**src/rtl/adc_pkg.sv**
```systemverilog
package adc_pkg;

  typedef enum logic [1:0] {
    ST_IDLE   = 2'd0,
    ST_SAMPLE = 2'd1,
    ST_CONV   = 2'd2
  } sar_state_e;

  localparam int FS_W    = 2;
  localparam int RATIO_W = 3;

  // clocks per conversion step for a rate code
  function automatic logic [RATIO_W-1:0] div_ratio(input logic [FS_W-1:0] fs);
    case (fs)
      2'b11:   return RATIO_W'(1);
      2'b01:   return RATIO_W'(2);
      2'b10:   return RATIO_W'(3);
      default: return RATIO_W'(4);
    endcase
  endfunction

endpackage

```
**src/rtl/adc_clk_div.sv**
```systemverilog
module adc_clk_div
  import adc_pkg::*;
(
  input  logic            clk,
  input  logic            rst,
  input  logic            run,
  input  logic [FS_W-1:0] fs,
  output logic            tick
);

  logic [RATIO_W-1:0] cnt;
  logic [RATIO_W-1:0] last;

  always_comb last = div_ratio(fs) - RATIO_W'(1);
  always_comb tick = run && (cnt == last);

  always_ff @(posedge clk) begin
    if (rst || !run) begin
      cnt <= '0;
    end else if (tick) begin
      cnt <= '0;
    end else begin
      cnt <= cnt + RATIO_W'(1);
    end
  end

endmodule

```
**src/rtl/adc_sar_core.sv**
```systemverilog
module adc_sar_core
  import adc_pkg::*;
#(
  parameter int RES_W      = 10,
  parameter int LO_W       = 8,
  parameter int CH_W       = 3,
  parameter int SAMP_LONG  = 4,
  parameter int SAMP_SHORT = 2
)(
  input  logic             clk,
  input  logic             rst,
  input  logic             start,
  input  logic             abort,
  input  logic             tick,
  input  logic             cmp_in,
  input  logic [CH_W-1:0]  ch_in,
  input  logic             res_hi_in,
  input  logic             sh_in,
  output logic             busy,
  output logic             sampling,
  output logic             done,
  output logic             res_hi,
  output logic [RES_W-1:0] dac_code,
  output logic             wr_en,
  output logic [CH_W-1:0]  wr_ch,
  output logic [RES_W-1:0] wr_data
);

  localparam int IDX_W  = $clog2(RES_W);
  localparam int SCNT_W = $clog2(SAMP_LONG + 1);

  sar_state_e        state;
  logic [SCNT_W-1:0] scnt;
  logic [IDX_W-1:0]  idx;
  logic [IDX_W-1:0]  msb;
  logic [RES_W-1:0]  code;
  logic [RES_W-1:0]  kept;
  logic [CH_W-1:0]   ch_l;
  logic              res_l;
  logic              last_bit;

  always_comb msb = res_l ? IDX_W'(RES_W - 1) : IDX_W'(LO_W - 1);

  // trial value after this step's comparator decision
  always_comb begin
    kept = code;
    if (!cmp_in) kept[idx] = 1'b0;
  end

  always_comb last_bit = (state == ST_CONV) && tick && !abort && (idx == '0);

  always_ff @(posedge clk) begin
    if (rst) begin
      state    <= ST_IDLE;
      scnt     <= '0;
      idx      <= '0;
      code     <= '0;
      ch_l     <= '0;
      res_l    <= 1'b0;
      done     <= 1'b0;
      sampling <= 1'b0;
    end else begin
      done <= 1'b0;
      case (state)
        ST_IDLE: begin
          if (start) begin
            state    <= ST_SAMPLE;
            sampling <= 1'b1;
            scnt     <= sh_in ? SCNT_W'(SAMP_LONG - 1) : SCNT_W'(SAMP_SHORT - 1);
            ch_l     <= ch_in;
            res_l    <= res_hi_in;
            code     <= '0;
          end
        end
        ST_SAMPLE: begin
          if (abort) begin
            state    <= ST_IDLE;
            sampling <= 1'b0;
          end else if (tick) begin
            if (scnt == '0) begin
              state    <= ST_CONV;
              sampling <= 1'b0;
              idx      <= msb;
              code     <= RES_W'(1) << msb;
            end else begin
              scnt <= scnt - SCNT_W'(1);
            end
          end
        end
        ST_CONV: begin
          if (abort) begin
            state <= ST_IDLE;
            code  <= '0;
          end else if (tick) begin
            if (idx == '0) begin
              state <= ST_IDLE;
              code  <= '0;
              done  <= 1'b1;
            end else begin
              code <= kept | (RES_W'(1) << (idx - IDX_W'(1)));
              idx  <= idx - IDX_W'(1);
            end
          end
        end
        default: begin
          state    <= ST_IDLE;
          sampling <= 1'b0;
          code     <= '0;
        end
      endcase
    end
  end

  assign busy     = (state != ST_IDLE);
  assign res_hi   = res_l;
  assign dac_code = code;
  assign wr_en    = last_bit;
  assign wr_ch    = ch_l;
  assign wr_data  = kept;

endmodule

```
**src/rtl/adc_result_mem.sv**
```systemverilog
module adc_result_mem #(
  parameter int DEPTH  = 8,
  parameter int DATA_W = 10,
  parameter int IDX_W  = $clog2(DEPTH)
)(
  input  logic              clk,
  input  logic              we,
  input  logic [IDX_W-1:0]  waddr,
  input  logic [DATA_W-1:0] wdata,
  input  logic [IDX_W-1:0]  raddr,
  output logic [DATA_W-1:0] rdata
);

  logic [DATA_W-1:0] mem [DEPTH];

  always_ff @(posedge clk) begin
    if (we) mem[waddr] <= wdata;
    rdata <= mem[raddr];
  end

endmodule

```
**src/rtl/adc_oneshot_ctrl.sv**
```systemverilog
module adc_oneshot_ctrl
  import adc_pkg::*;
#(
  parameter int NCH        = 8,
  parameter int RES_W      = 10,
  parameter int LO_W       = 8,
  parameter int DW         = 8,
  parameter int AW         = 5,
  parameter int SAMP_LONG  = 4,
  parameter int SAMP_SHORT = 2,
  parameter int RES_BASE   = 16
)(
  input  logic             clk,
  input  logic             rst,
  input  logic             wr_en,
  input  logic [AW-1:0]    addr,
  input  logic [DW-1:0]    wdata,
  input  logic             cmp_in,
  output logic [RES_W-1:0] dac_code,
  output logic             sampling,
  output logic             busy,
  output logic             done,
  output logic [DW-1:0]    rdata
);

  localparam int CH_W    = $clog2(NCH);
  localparam int HI_W    = RES_W - LO_W;
  localparam int B_TRIG  = CH_W;
  localparam int FS_LO   = CH_W + 1;
  localparam int B_START = DW - 1;
  localparam int B_RES   = 0;
  localparam int B_SH    = 1;
  localparam int A_CTRL  = 0;
  localparam int A_MODE  = 1;

  logic [CH_W-1:0]  ch_q;
  logic             trig_q;
  logic [FS_W-1:0]  fs_q;
  logic [FS_W-1:0]  conv_fs;
  logic             res_q;
  logic             sh_q;
  logic             wr_ctrl, wr_mode;
  logic             start_go, abort_go;
  logic             tick;
  logic             conv_res;
  logic             core_we;
  logic [CH_W-1:0]  core_ch;
  logic [RES_W-1:0] core_data;
  logic [RES_W-1:0] store_data;
  logic [RES_W-1:0] mem_q;
  logic [AW-1:0]    roff;
  logic             res_hit;
  logic [CH_W-1:0]  rd_ch;
  logic             res_sel_q, hi_q;
  logic [DW-1:0]    reg_q;
  logic [DW-1:0]    ctrl_view;
  logic [DW-1:0]    mode_view;

  always_comb wr_ctrl  = wr_en && (addr == AW'(A_CTRL));
  always_comb wr_mode  = wr_en && (addr == AW'(A_MODE));
  always_comb start_go = wr_ctrl && wdata[B_START] && !wdata[B_TRIG] && !busy;
  always_comb abort_go = wr_ctrl && !wdata[B_START] && busy;

  always_ff @(posedge clk) begin
    if (rst) begin
      ch_q    <= '0;
      trig_q  <= 1'b0;
      fs_q    <= '0;
      res_q   <= 1'b0;
      sh_q    <= 1'b0;
      conv_fs <= '0;
    end else begin
      if (wr_ctrl) begin
        ch_q   <= wdata[CH_W-1:0];
        trig_q <= wdata[B_TRIG];
        fs_q   <= wdata[FS_LO +: FS_W];
      end
      if (wr_mode) begin
        res_q <= wdata[B_RES];
        sh_q  <= wdata[B_SH];
      end
      if (start_go) conv_fs <= wdata[FS_LO +: FS_W];
    end
  end

  adc_clk_div u_div (
    .clk  (clk),
    .rst  (rst),
    .run  (busy),
    .fs   (conv_fs),
    .tick (tick)
  );

  adc_sar_core #(
    .RES_W      (RES_W),
    .LO_W       (LO_W),
    .CH_W       (CH_W),
    .SAMP_LONG  (SAMP_LONG),
    .SAMP_SHORT (SAMP_SHORT)
  ) u_core (
    .clk       (clk),
    .rst       (rst),
    .start     (start_go),
    .abort     (abort_go),
    .tick      (tick),
    .cmp_in    (cmp_in),
    .ch_in     (wdata[CH_W-1:0]),
    .res_hi_in (res_q),
    .sh_in     (sh_q),
    .busy      (busy),
    .sampling  (sampling),
    .done      (done),
    .res_hi    (conv_res),
    .dac_code  (dac_code),
    .wr_en     (core_we),
    .wr_ch     (core_ch),
    .wr_data   (core_data)
  );

  always_comb store_data = conv_res ? core_data
                                    : {{HI_W{1'b0}}, core_data[LO_W-1:0]};

  always_comb roff    = addr - AW'(RES_BASE);
  always_comb res_hit = (addr >= AW'(RES_BASE)) && (roff < AW'(2 * NCH));
  always_comb rd_ch   = roff[CH_W:1];

  adc_result_mem #(
    .DEPTH  (NCH),
    .DATA_W (RES_W)
  ) u_mem (
    .clk   (clk),
    .we    (core_we),
    .waddr (core_ch),
    .wdata (store_data),
    .raddr (rd_ch),
    .rdata (mem_q)
  );

  always_comb begin
    ctrl_view = '0;
    ctrl_view[CH_W-1:0]       = ch_q;
    ctrl_view[B_TRIG]         = trig_q;
    ctrl_view[FS_LO +: FS_W]  = fs_q;
    ctrl_view[B_START]        = busy;
    mode_view        = '0;
    mode_view[B_RES] = res_q;
    mode_view[B_SH]  = sh_q;
  end

  always_ff @(posedge clk) begin
    if (rst) begin
      reg_q     <= '0;
      res_sel_q <= 1'b0;
      hi_q      <= 1'b0;
    end else begin
      res_sel_q <= res_hit;
      hi_q      <= roff[0];
      if (addr == AW'(A_CTRL))      reg_q <= ctrl_view;
      else if (addr == AW'(A_MODE)) reg_q <= mode_view;
      else                          reg_q <= '0;
    end
  end

  always_comb begin
    if (!res_sel_q)  rdata = reg_q;
    else if (hi_q)   rdata = DW'(mem_q[RES_W-1:LO_W]);
    else             rdata = mem_q[LO_W-1:0];
  end

endmodule

```
**config.mk**
```make
export PLATFORM = sky130hd
export DESIGN_NAME = adc_oneshot_ctrl
export DESIGN_NICKNAME = d
export VERILOG_FILES = /design/src/rtl/adc_pkg.sv /design/src/rtl/adc_clk_div.sv /design/src/rtl/adc_sar_core.sv /design/src/rtl/adc_result_mem.sv /design/src/rtl/adc_oneshot_ctrl.sv
export SDC_FILE = /design/constraint.sdc
export NUM_CORES = 1
export LEC_CHECK = 0
export BUFFER_PORTS_ARGS = -buffer_cell sky130_fd_sc_hd__buf_2
export CORE_AREA = 2 2 102 104
export DETAILED_ROUTE_END_ITERATION = 16
export DIE_AREA = 0 0 104 106
export PLACE_DENSITY = 0.78
export SLEW_MARGIN = 20
export SYNTH_ARGS = -nofsm -noshare
export SYNTH_HDL_FRONTEND = slang
export SYNTH_SLANG_ARGS = --single-unit
export TNS_END_PERCENT = 30
```
**constraint.sdc**
```tcl
create_clock -name clk -period 3.8 [get_ports clk]
set_clock_uncertainty 0.05 [all_clocks]
set_input_delay 0.38 -clock clk [delete_from_list [all_inputs] [get_ports clk]]
set_output_delay 0.38 -clock clk [all_outputs]
set_load 0.02 [all_outputs]
```
==> flow_metrics.py, run 1 <==
metrics = {
    "worst_hold_path": {
        "hold_path.class": "in2reg",
        "worst_hold_path.num_cells": 3,
    },
    "floorplanning": {
        "start_util": 0.578,
        "boundaryPins": 38,
        "dieArea_sq_mm": 0.0110,
        "die_h_microns": 106,
        "die_w_microns": 104,
        "rows": 37,
        "coreArea_sq_mm": 0.0100,
    },
    "setup_path": {
        "critical_path_required_ns": 3.96,
        "crit_type": "reg2reg",
        "arrival_ns": 3.08,
        "end_kind": "register",
        "ff2ff_path_depth": 7,
        "path_max_fanout": 10,
        "critPathLaunchType": "register",
    },
    "power": {
        "p_per_area_mw_per_mm2": 514,
        "ir_worst_vdd_mv": 0.409,
        "leakage_uw": 0.00269,
        "p_total_uw": 3470,
    },
    "routing": {
        "wl_microns": 12400,
        "drcViolationCount": 0,
        "detail-route-antenna-nets": 0,
        "via_per_inst": 5.80,
        "via_count": 3651,
        "wl_per_cell_microns": 19.8,
        "first_pass_iters": 6,
        "first_iter_violations": 323,
    },
    "logic_synthesis": {
        "yosys_warnings": 0,
        "yosys-top-cells-area": "edfxtp_1 (42%), dfxtp_1 (20%), mux4_2 (7.8%)",
        "synth_ff_type": "edfxtp_1",
        "avgSynthCellArea_sq_um": 13.3,
        "synthesis.area_sq_mm": 0.00578,
        "yosysSeqAreaShare": 0.613,
        "synth_area_leader_cell": "edfxtp_1",
        "synthCells": 434,
        "syn-num-nets": 465,
        "ys_types": 51,
        "synth_top_area_frac": 0.415,
        "async_flop_share": 0,
        "synth-edff-count": 80,
        "yosys_register_bits": 137,
    },
    "timing": {
        "slew_violations": 0,
        "rsz0062_at_grt": "false",
        "hold_viol_final": 0,
        "timing.final.crit_share": 0.767,
        "setup_viol": 0,
        "fmax_mhz": 343,
        "finalCriticalPeriod_ns": 2.91,
        "worst_pin_slew_ns": 1.01,
        "maxSlewHeadroom": 0.319,
        "setup_tns_ns": 0,
    },
    "grt": {
        "grt_max_degree": 42,
        "grt_pass1_vias": 3718,
        "grt_use_total": 0.237,
        "grt_overflow": 0,
        "grt_pass1_wl_microns": 19700,
        "antenna_found_initial": 0,
    },
    "place": {
        "post_dp_cell_area_sq_mm": 0.00613,
        "hpwl_microns": 7840,
        "gp_congestion": 0.850,
        "io_buffers": 36,
    },
    "run": {
        "cap_violations": 0,
    },
    "cells_and_area": {
        "area_growth_pct": 16.7,
        "final_cell_mix": "edfxtp_1 (80), dfxtp_1 (57), nor2_1 (42)",
        "insertedDiodeCount": 0,
        "drive_above_1_share": 0.241,
        "nNetsFinal": 511,
        "stdcell_area_sq_mm": 0.00675,
        "layout_commonest_cell": "edfxtp_1",
    },
    "cts": {
        "cts_hold_buf": 0,
        "cts-resized-gates": 0,
        "cts-root-buf": "clkbuf_8",
        "clock_path_buffers": 2,
        "numCtsBuffers": 17,
        "cts_setup_buffers": 0,
        "clk_latency_ns": 0.51,
        "clk_pin_slew_ns": 0.06,
        "htreeDepth": 4,
        "cts_tree": "yes",
        "numClockSinks": 137,
    },
    "run_status": {
        "status": "completed",
    },
}
## area by class of cell
cell class | count | area, sq um
clock buffers | 20 | 478
clock inverters | 12 | 146
fillers | 719 | 3250
inverters | 17 | 63.8
multi-input cells | 258 | 2070
flip-flops and latches | 137 | 3540
well taps | 136 | 170
repair buffers | 49 | 278
## kinds of logic (layout without fill, tap and decap cells)
group | count (synthesis) | after routing | share of synthesized area
buf+inv | 39 | 98 | 0.0292
flops | 137 | 137 | 0.613
mux | 51 | 51 | 0.134
fa+ha+maj | 14 | 14 | 0.0303
compound gates | 66 | 66 | 0.0777
simple gates | 122 | 122 | 0.109
xor+xnor | 5 | 5 | 0.00757
## path summary, 6_finish.rpt
path	startpoint	endpoint	slack, ns
min reg2reg	u_div.cnt[0]	u_div.cnt[0]	0.41
max	u_core.state[0]	u_mem.mem[2][5]	0.89
max reg2reg	u_core.state[0]	u_mem.mem[2][5]	0.89
min	wdata[5]	fs_q[1]	0.07
## metrics by stage
step	instances	util	worst slack [ns]	hold WS, ns
floorplan	434	-	0.764	0.380
global placement	597	0.613	1.00	0.396
detailed placement	597	0.613	0.967	0.399
CTS	629	0.675	0.916	0.0540
global route	629	0.675	0.794	0.0733
finish	629	0.675	0.886	0.0692
## routing by layer
layer | track usage | part of all wire
met5 | 0 | 0
met4 | 0.0753 | 0.017
met2 | 0.420 | 0.53
met3 | 0.0503 | 0.048
met1 | 0.291 | 0.40
## power breakdown
group | total, uW | switching, uW | internal (uW) | leakage (uW)
logic | 206 | 125 | 80.5 | 0.00105
clock network | 1690 | 641 | 1050 | 0.000306
registers | 1580 | 10.6 | 1570 | 0.00134
total | 3470 | 777 | 2700 | 0.00269
## critical path, stage by stage, from the launching register on
cell	delay, ns
dfxtp_1	0.35
inv_1	0.07
ha_1	0.23
or4_4	0.62
nand2b_1	0.21
or3_1	0.44
nor2_1	0.36
buf_4	0.28
## flip-flops by register name, summed over array words and instances (netlist names), 4 cells and up
name             cells
u_mem.mem           80
u_core.dac_code     10
u_mem.rdata         10
reg_q                7
u_core.idx           4
## cells in the mapped netlist, types with 10 or more instances
cell       n
clkbuf_1  17
nand2b_1  11
dfxtp_1   57
mux2i_1   21
nand3b_1  10
nand2_1   18
mux2_2    10
nor2_1    42
inv_1     17
edfxtp_1  80
o31ai_1   10
ha_1      14
a21oi_1   20
mux4_2    20
No activity file was read; power rests on OpenSTA's default activity.
==> inputs of run 2 (changes only) <==
- ABC_AREA: unset -> 1
- CORE_AREA: 2 2 102 104 -> 2 2 108 110
- DIE_AREA: 0 0 104 106 -> 0 0 110 112
- PLACE_DENSITY: 0.78 -> 0.74
- clock period: 3.8 -> 2.62 ns (I/O delays scaled with it)
==> run 2 against run 1 <==
Against the previous run: synthesized cell count is 45% higher; first-iteration DRC count is 21% higher; worst setup slack got worse by 0.57 ns; via count up 21%; count of clock-buffer cells in the layout increased by 7; global-route usage shrank 1.9 points; highest routed layer unchanged; combinational power rose to 6.6 times the previous value; final cell count rose by 33%; register-to-register slack got worse by 0.57 ns; area after synthesis is 1.2% higher.
==> flow_metrics.py, run 2 <==
metrics = {
    "power": {
        "ir_worst_vdd_mv": 0.503,
        "leakage_uw": 0.00268,
        "p_per_area_mw_per_mm2": 914,
        "p_total_uw": 6230,
    },
    "cells_and_area": {
        "layout_commonest_cell": "nor2_1",
        "regMostFlops": "u_mem.mem",
        "final_core_util": 0.610,
        "insertedDiodeCount": 0,
        "drive_above_1_share": 0.133,
        "area_growth_pct": 16.5,
        "instances_no_fill": 834,
        "nNetsFinal": 709,
        "final_cell_mix": "nor2_1 (127), nand2_1 (81), edfxtp_1 (80)",
        "largest_register_ffs": 80,
    },
    "place": {
        "hpwl_microns": 8530,
        "gp_congestion": 0.908,
        "io_buffers": 36,
        "dpl.cell_count": 802,
    },
    "logic_synthesis": {
        "synth-edff-count": 80,
        "synth_most_common_cell": "nor2_1",
        "yosys-top-cells-area": "edfxtp_1 (41%), dfxtp_1 (19%), nor2_1 (8.1%)",
        "synthesis.area_sq_mm": 0.00585,
        "yosysSeqAreaShare": 0.605,
        "syn-num-nets": 662,
        "synth_area_leader_cell": "edfxtp_1",
        "avgSynthCellArea_sq_um": 9.28,
        "synth_ff_type": "edfxtp_1",
        "yosys_register_bits": 137,
        "synthCells": 631,
        "async_flop_share": 0,
        "yosys_warnings": 0,
        "ys_types": 28,
        "synth_top_area_frac": 0.410,
        "synth_commonest_cells": "nor2_1 (127), nand2_1 (81), edfxtp_1 (80)",
    },
    "cts": {
        "clk_pin_slew_ns": 0.06,
        "numCtsBuffers": 17,
        "cts-resized-gates": 0,
        "cts-root-buf": "clkbuf_16",
        "cts_setup_buffers": 0,
        "numClockSinks": 137,
        "cts_hold_buf": 0,
        "cts_tree": "yes",
        "clk_latency_ns": 0.41,
        "clock_path_buffers": 2,
        "htreeDepth": 4,
    },
    "floorplanning": {
        "start_util": 0.524,
        "boundaryPins": 38,
        "dieArea_sq_mm": 0.0123,
        "die_w_microns": 110,
        "rows": 39,
        "die_h_microns": 112,
        "coreArea_sq_mm": 0.0112,
    },
    "grt": {
        "grt_use_total": 0.218,
        "grt_max_degree": 41,
        "grt_overflow": 0,
        "grt_pass1_wl_microns": 20400,
        "antenna_found_initial": 0,
        "grt_pass1_vias": 4178,
    },
    "setup_path": {
        "arrival_ns": 2.36,
        "r2r_slack_ns": 0.32,
        "r2r_start": "u_core.state[0]",
        "worstReg2RegEnd": "u_mem.mem[1][2]",
        "critPathLaunchType": "register",
        "crit_type": "reg2reg",
        "critical_path_required_ns": 2.68,
        "ff2ff_path_depth": 10,
        "path_max_fanout": 10,
        "end_kind": "register",
    },
    "worst_hold_path": {
        "hold_path.class": "in2reg",
        "worst_hold_path.num_cells": 3,
        "min_from": "addr[4]",
        "holdPathEnd": "res_sel_q",
    },
    "routing": {
        "wl_per_cell_microns": 14.9,
        "first_pass_iters": 5,
        "drcViolationCount": 0,
        "via_per_inst": 5.28,
        "first_iter_violations": 392,
        "wl_microns": 12400,
        "detail-route-antenna-nets": 0,
        "via_count": 4404,
    },
    "timing": {
        "maxSlewHeadroom": 0.437,
        "timing.final.crit_share": 0.880,
        "fmax_mhz": 434,
        "setup_viol": 0,
        "rsz0062_at_grt": "false",
        "hold_viol_final": 0,
        "slew_violations": 0,
        "setup_tns_ns": 0,
        "finalCriticalPeriod_ns": 2.30,
        "worst_pin_slew_ns": 0.841,
        "fin_hold_ws_ns": 0.0664,
    },
    "run": {
        "cap_violations": 0,
    },
    "run_status": {
        "status": "completed",
    },
}
-- run 2: cell count changes after synthesis, sizes merged, moves of 20 or more --
cell / before / now
mux4: 20 / 0
nor2: 43 / 132
mux2i: 21 / 0
o21ai: 7 / 79
nand2: 18 / 84
inv: 17 / 64
nand3: 6 / 28
-- run 2: worst max-delay path, stage by stage, from the launching register on --
cell and delay (ns):
dfxtp_1 0.33, inv_1 0.08, ha_1 0.30, nor2_1 0.13, o21ai_1 0.08, nor2_2 0.14
nand2_2 0.08, nor3_1 0.24, nand2_1 0.17, nor3_1 0.17, buf_4 0.24
-- run 2: worst max-delay path by stage --
stage,slack (ns),start,endpoint
6_report,0.32,u_core.state[0],u_mem.mem[1][2]
4_1_cts,0.33,u_core.state[0],u_mem.mem[3][4]
3_3_place_gp,0.37,u_core.state[0],u_mem.mem[5][0]
5_1_grt,0.06,u_core.state[0],u_mem.mem[3][4]
3_5_place_dp,0.35,u_core.state[0],u_mem.mem[1][0]
2_1_floorplan,0.13,u_core.state[0],u_mem.mem[4][0]
-- run 2: cell families after synthesis --
group / Yosys count / synth area share
compound gates: 128 / 0.115
flops: 137 / 0.605
buf+inv: 88 / 0.0586
xor+xnor: 3 / 0.00449
simple gates: 261 / 0.187
fa+ha+maj: 14 / 0.0299
-- run 2: metrics by stage --
step                      worst slack, ns  cell area [sq um]
after global placement              0.371               6230
after global routing               0.0594               6820
after CTS                           0.334               6820
final                               0.315               6820
after floorplan                     0.131               5850
after detailed placement            0.353               6230
-- run 2: metal layers --
layer | global-route usage | routed length (microns)
met3 | 0.0580 | 702
met2 | 0.338 | 5980
met4 | 0.0776 | 138
met5 | 0 | 0
met1 | 0.295 | 5620
-- run 2: cell type report --
class	instances	area (sq um)
Multi-Input combinational cell	406	1970
Clock buffer	27	559
Fill cell	897	4360
Timing Repair Buffer	52	300
Tap cell	143	179
Clock inverter	5	28.8
Sequential cell	137	3540
Inverter	64	240
-- run 2: power by group --
part / switching [uW] / internal [uW]
Combinational: 936 / 423
Sequential: 92.7 / 2470
Clock: 851 / 1460
Total: 1880 / 4350
==> inputs of run 3 (changes only) <==
- SETUP_SLACK_MARGIN: unset -> 0.5
==> run 3 against run 2 <==
Against the previous run: largest power group unchanged; final cell count rose by 0.48%; maximum frequency rose by 8.2%; sequential share of layout area fell by 1.1 points; die area did not move; flip-flop and latch count did not move; power rose by 1.0%; wire length rose by 2.6%; clock power barely moved; worst setup slack improved by 0.17 ns; non-clock buffer count rose by 4; register-to-register slack improved by 0.17 ns; global-route usage fell by 0.47 points.
==> flow_metrics.py, run 3 (same netlist as run 2, synthesis figures left out) <==
metrics = {
    "power": {
        "p_total_uw": 6290,
        "ir_worst_vdd_mv": 0.524,
        "p_per_area_mw_per_mm2": 902,
        "leakage_uw": 0.00273,
    },
    "timing": {
        "finalCriticalPeriod_ns": 2.13,
        "setup_viol": 0,
        "fmax_mhz": 469,
        "slew_violations": 0,
        "maxSlewHeadroom": 0.523,
        "timing.final.crit_share": 0.813,
        "hold_viol_final": 0,
        "setup_tns_ns": 0,
        "worst_pin_slew_ns": 0.713,
        "rsz0062_at_grt": "true",
    },
    "setup_path": {
        "slowest_stage": "dfxtp_2",
        "crit_type": "reg2reg",
        "crit_chain": "inv_2, ha_4, buf_6, nor2_1, nand3_4, nand2_2, nor3_4, nand2_4, nor3_4, buf_6",
        "critPathLaunchType": "register",
        "arrival_ns": 2.20,
        "end_kind": "register",
        "path_max_fanout": 10,
        "r2r_slack_ns": 0.49,
        "critical_path_required_ns": 2.69,
        "cpPeakStageDelay_ns": 0.33,
    },
    "cts": {
        "clk_pin_slew_ns": 0.06,
        "numClockSinks": 137,
        "htreeDepth": 4,
        "clock_path_buffers": 2,
        "cts_tree": "yes",
        "numCtsBuffers": 17,
        "clk_latency_ns": 0.41,
        "cts-root-buf": "clkbuf_16",
    },
    "place": {
        "hpwl_microns": 8660,
        "dpl.cell_count": 800,
        "post_dp_cell_area_sq_mm": 0.00625,
        "io_buffers": 36,
        "gp_congestion": 0.912,
    },
    "grt": {
        "grt_max_degree": 41,
        "grt_pass1_vias": 4273,
        "grt_pass1_wl_microns": 20000,
        "grt_overflow": 0,
        "antenna_found_initial": 0,
        "grt_use_total": 0.213,
    },
    "routing": {
        "via_count": 4493,
        "first_iter_violations": 335,
        "first_pass_iters": 5,
        "drcViolationCount": 0,
        "detail-route-antenna-nets": 0,
        "wl_microns": 12800,
        "via_per_inst": 5.36,
        "wl_per_cell_microns": 15.2,
    },
    "cells_and_area": {
        "instances_no_fill": 838,
        "largest_register_ffs": 80,
        "area_growth_pct": 19.2,
        "layout_commonest_cell": "nor2_1",
        "insertedDiodeCount": 0,
        "drive_above_1_share": 0.170,
        "final_cell_mix": "nor2_1 (126), edfxtp_1 (80), nand2_1 (78)",
        "stdcell_area_sq_mm": 0.00698,
        "nNetsFinal": 713,
        "regMostFlops": "u_mem.mem",
    },
    "floorplanning": {
        "rows": 39,
        "die_w_microns": 110,
        "die_h_microns": 112,
        "dieArea_sq_mm": 0.0123,
        "boundaryPins": 38,
        "coreArea_sq_mm": 0.0112,
        "start_util": 0.524,
    },
    "run": {
        "cap_violations": 0,
    },
    "worst_hold_path": {
        "hold_path.class": "in2reg",
    },
    "run_status": {
        "status": "completed",
    },
}
-- run 3: stage by stage --
| stage | hold WS [ns] | utilization | setup slack [ns] |
|---|---|---|---|
| after detailed placement | 0.392 | 0.560 | 0.248 |
| after global routing | 0.0431 | 0.624 | 0.426 |
| final | 0.0327 | 0.624 | 0.490 |
| after floorplan | 0.281 | - | 0.389 |
| after CTS | 0.0292 | 0.614 | 0.471 |
| after global placement | 0.389 | 0.560 | 0.343 |
-- run 3: area by class of cell --
class / count / area, sq um
clock buffer: 19 / 443
inverter: 64 / 240
tap: 143 / 179
sequential: 137 / 3550
timing repair buffer: 56 / 365
clock inverter: 13 / 143
multi-input combinational: 406 / 2060
fill: 864 / 4200
-- run 3: path summary, 6_finish.rpt --
path / start / endpoint / depth (start not counted)
setup / recovery: u_core.state[0] / u_mem.mem[0][5] / 10
hold / removal: addr[4] / res_sel_q / 3
hold reg to reg: ch_q[2] / reg_q[2] / 2
setup reg to reg: u_core.state[0] / u_mem.mem[0][5] / 10
-- run 3: timing repair --
action,in CTS,in global routing
cloned,0,1
setup buffers,1,4
setup endpoints to repair,80,102
resized for setup,2,23
pin swaps,2,8
hold buffers,0,0
-- run 3: where the power goes --
part	leakage (uW)	total [uW]	switching [uW]	internal, uW
combinational	0.00124	1390	950	442
clock	0.000293	2330	893	1430
sequential	0.00119	2570	98.3	2480
total	0.00273	6290	1940	4350
-- run 3: routing by layer --
layer | up-vias | part of all wire | global-route usage
met3 | 12 | 0.055 | 0.0568
met5 | - | 0 | 0
met2 | 137 | 0.50 | 0.351
li1 | 2222 | - | -
met1 | 2122 | 0.44 | 0.274
met4 | 0 | 0.0090 | 0.0650
-- run 3: worst max-delay path: cells and delay by family, from the launching register on --
kind,cells,cell delay [ns]
simple gates,6,0.92
buf+inv,3,0.39
flops,1,0.33
fa+ha+maj,1,0.15
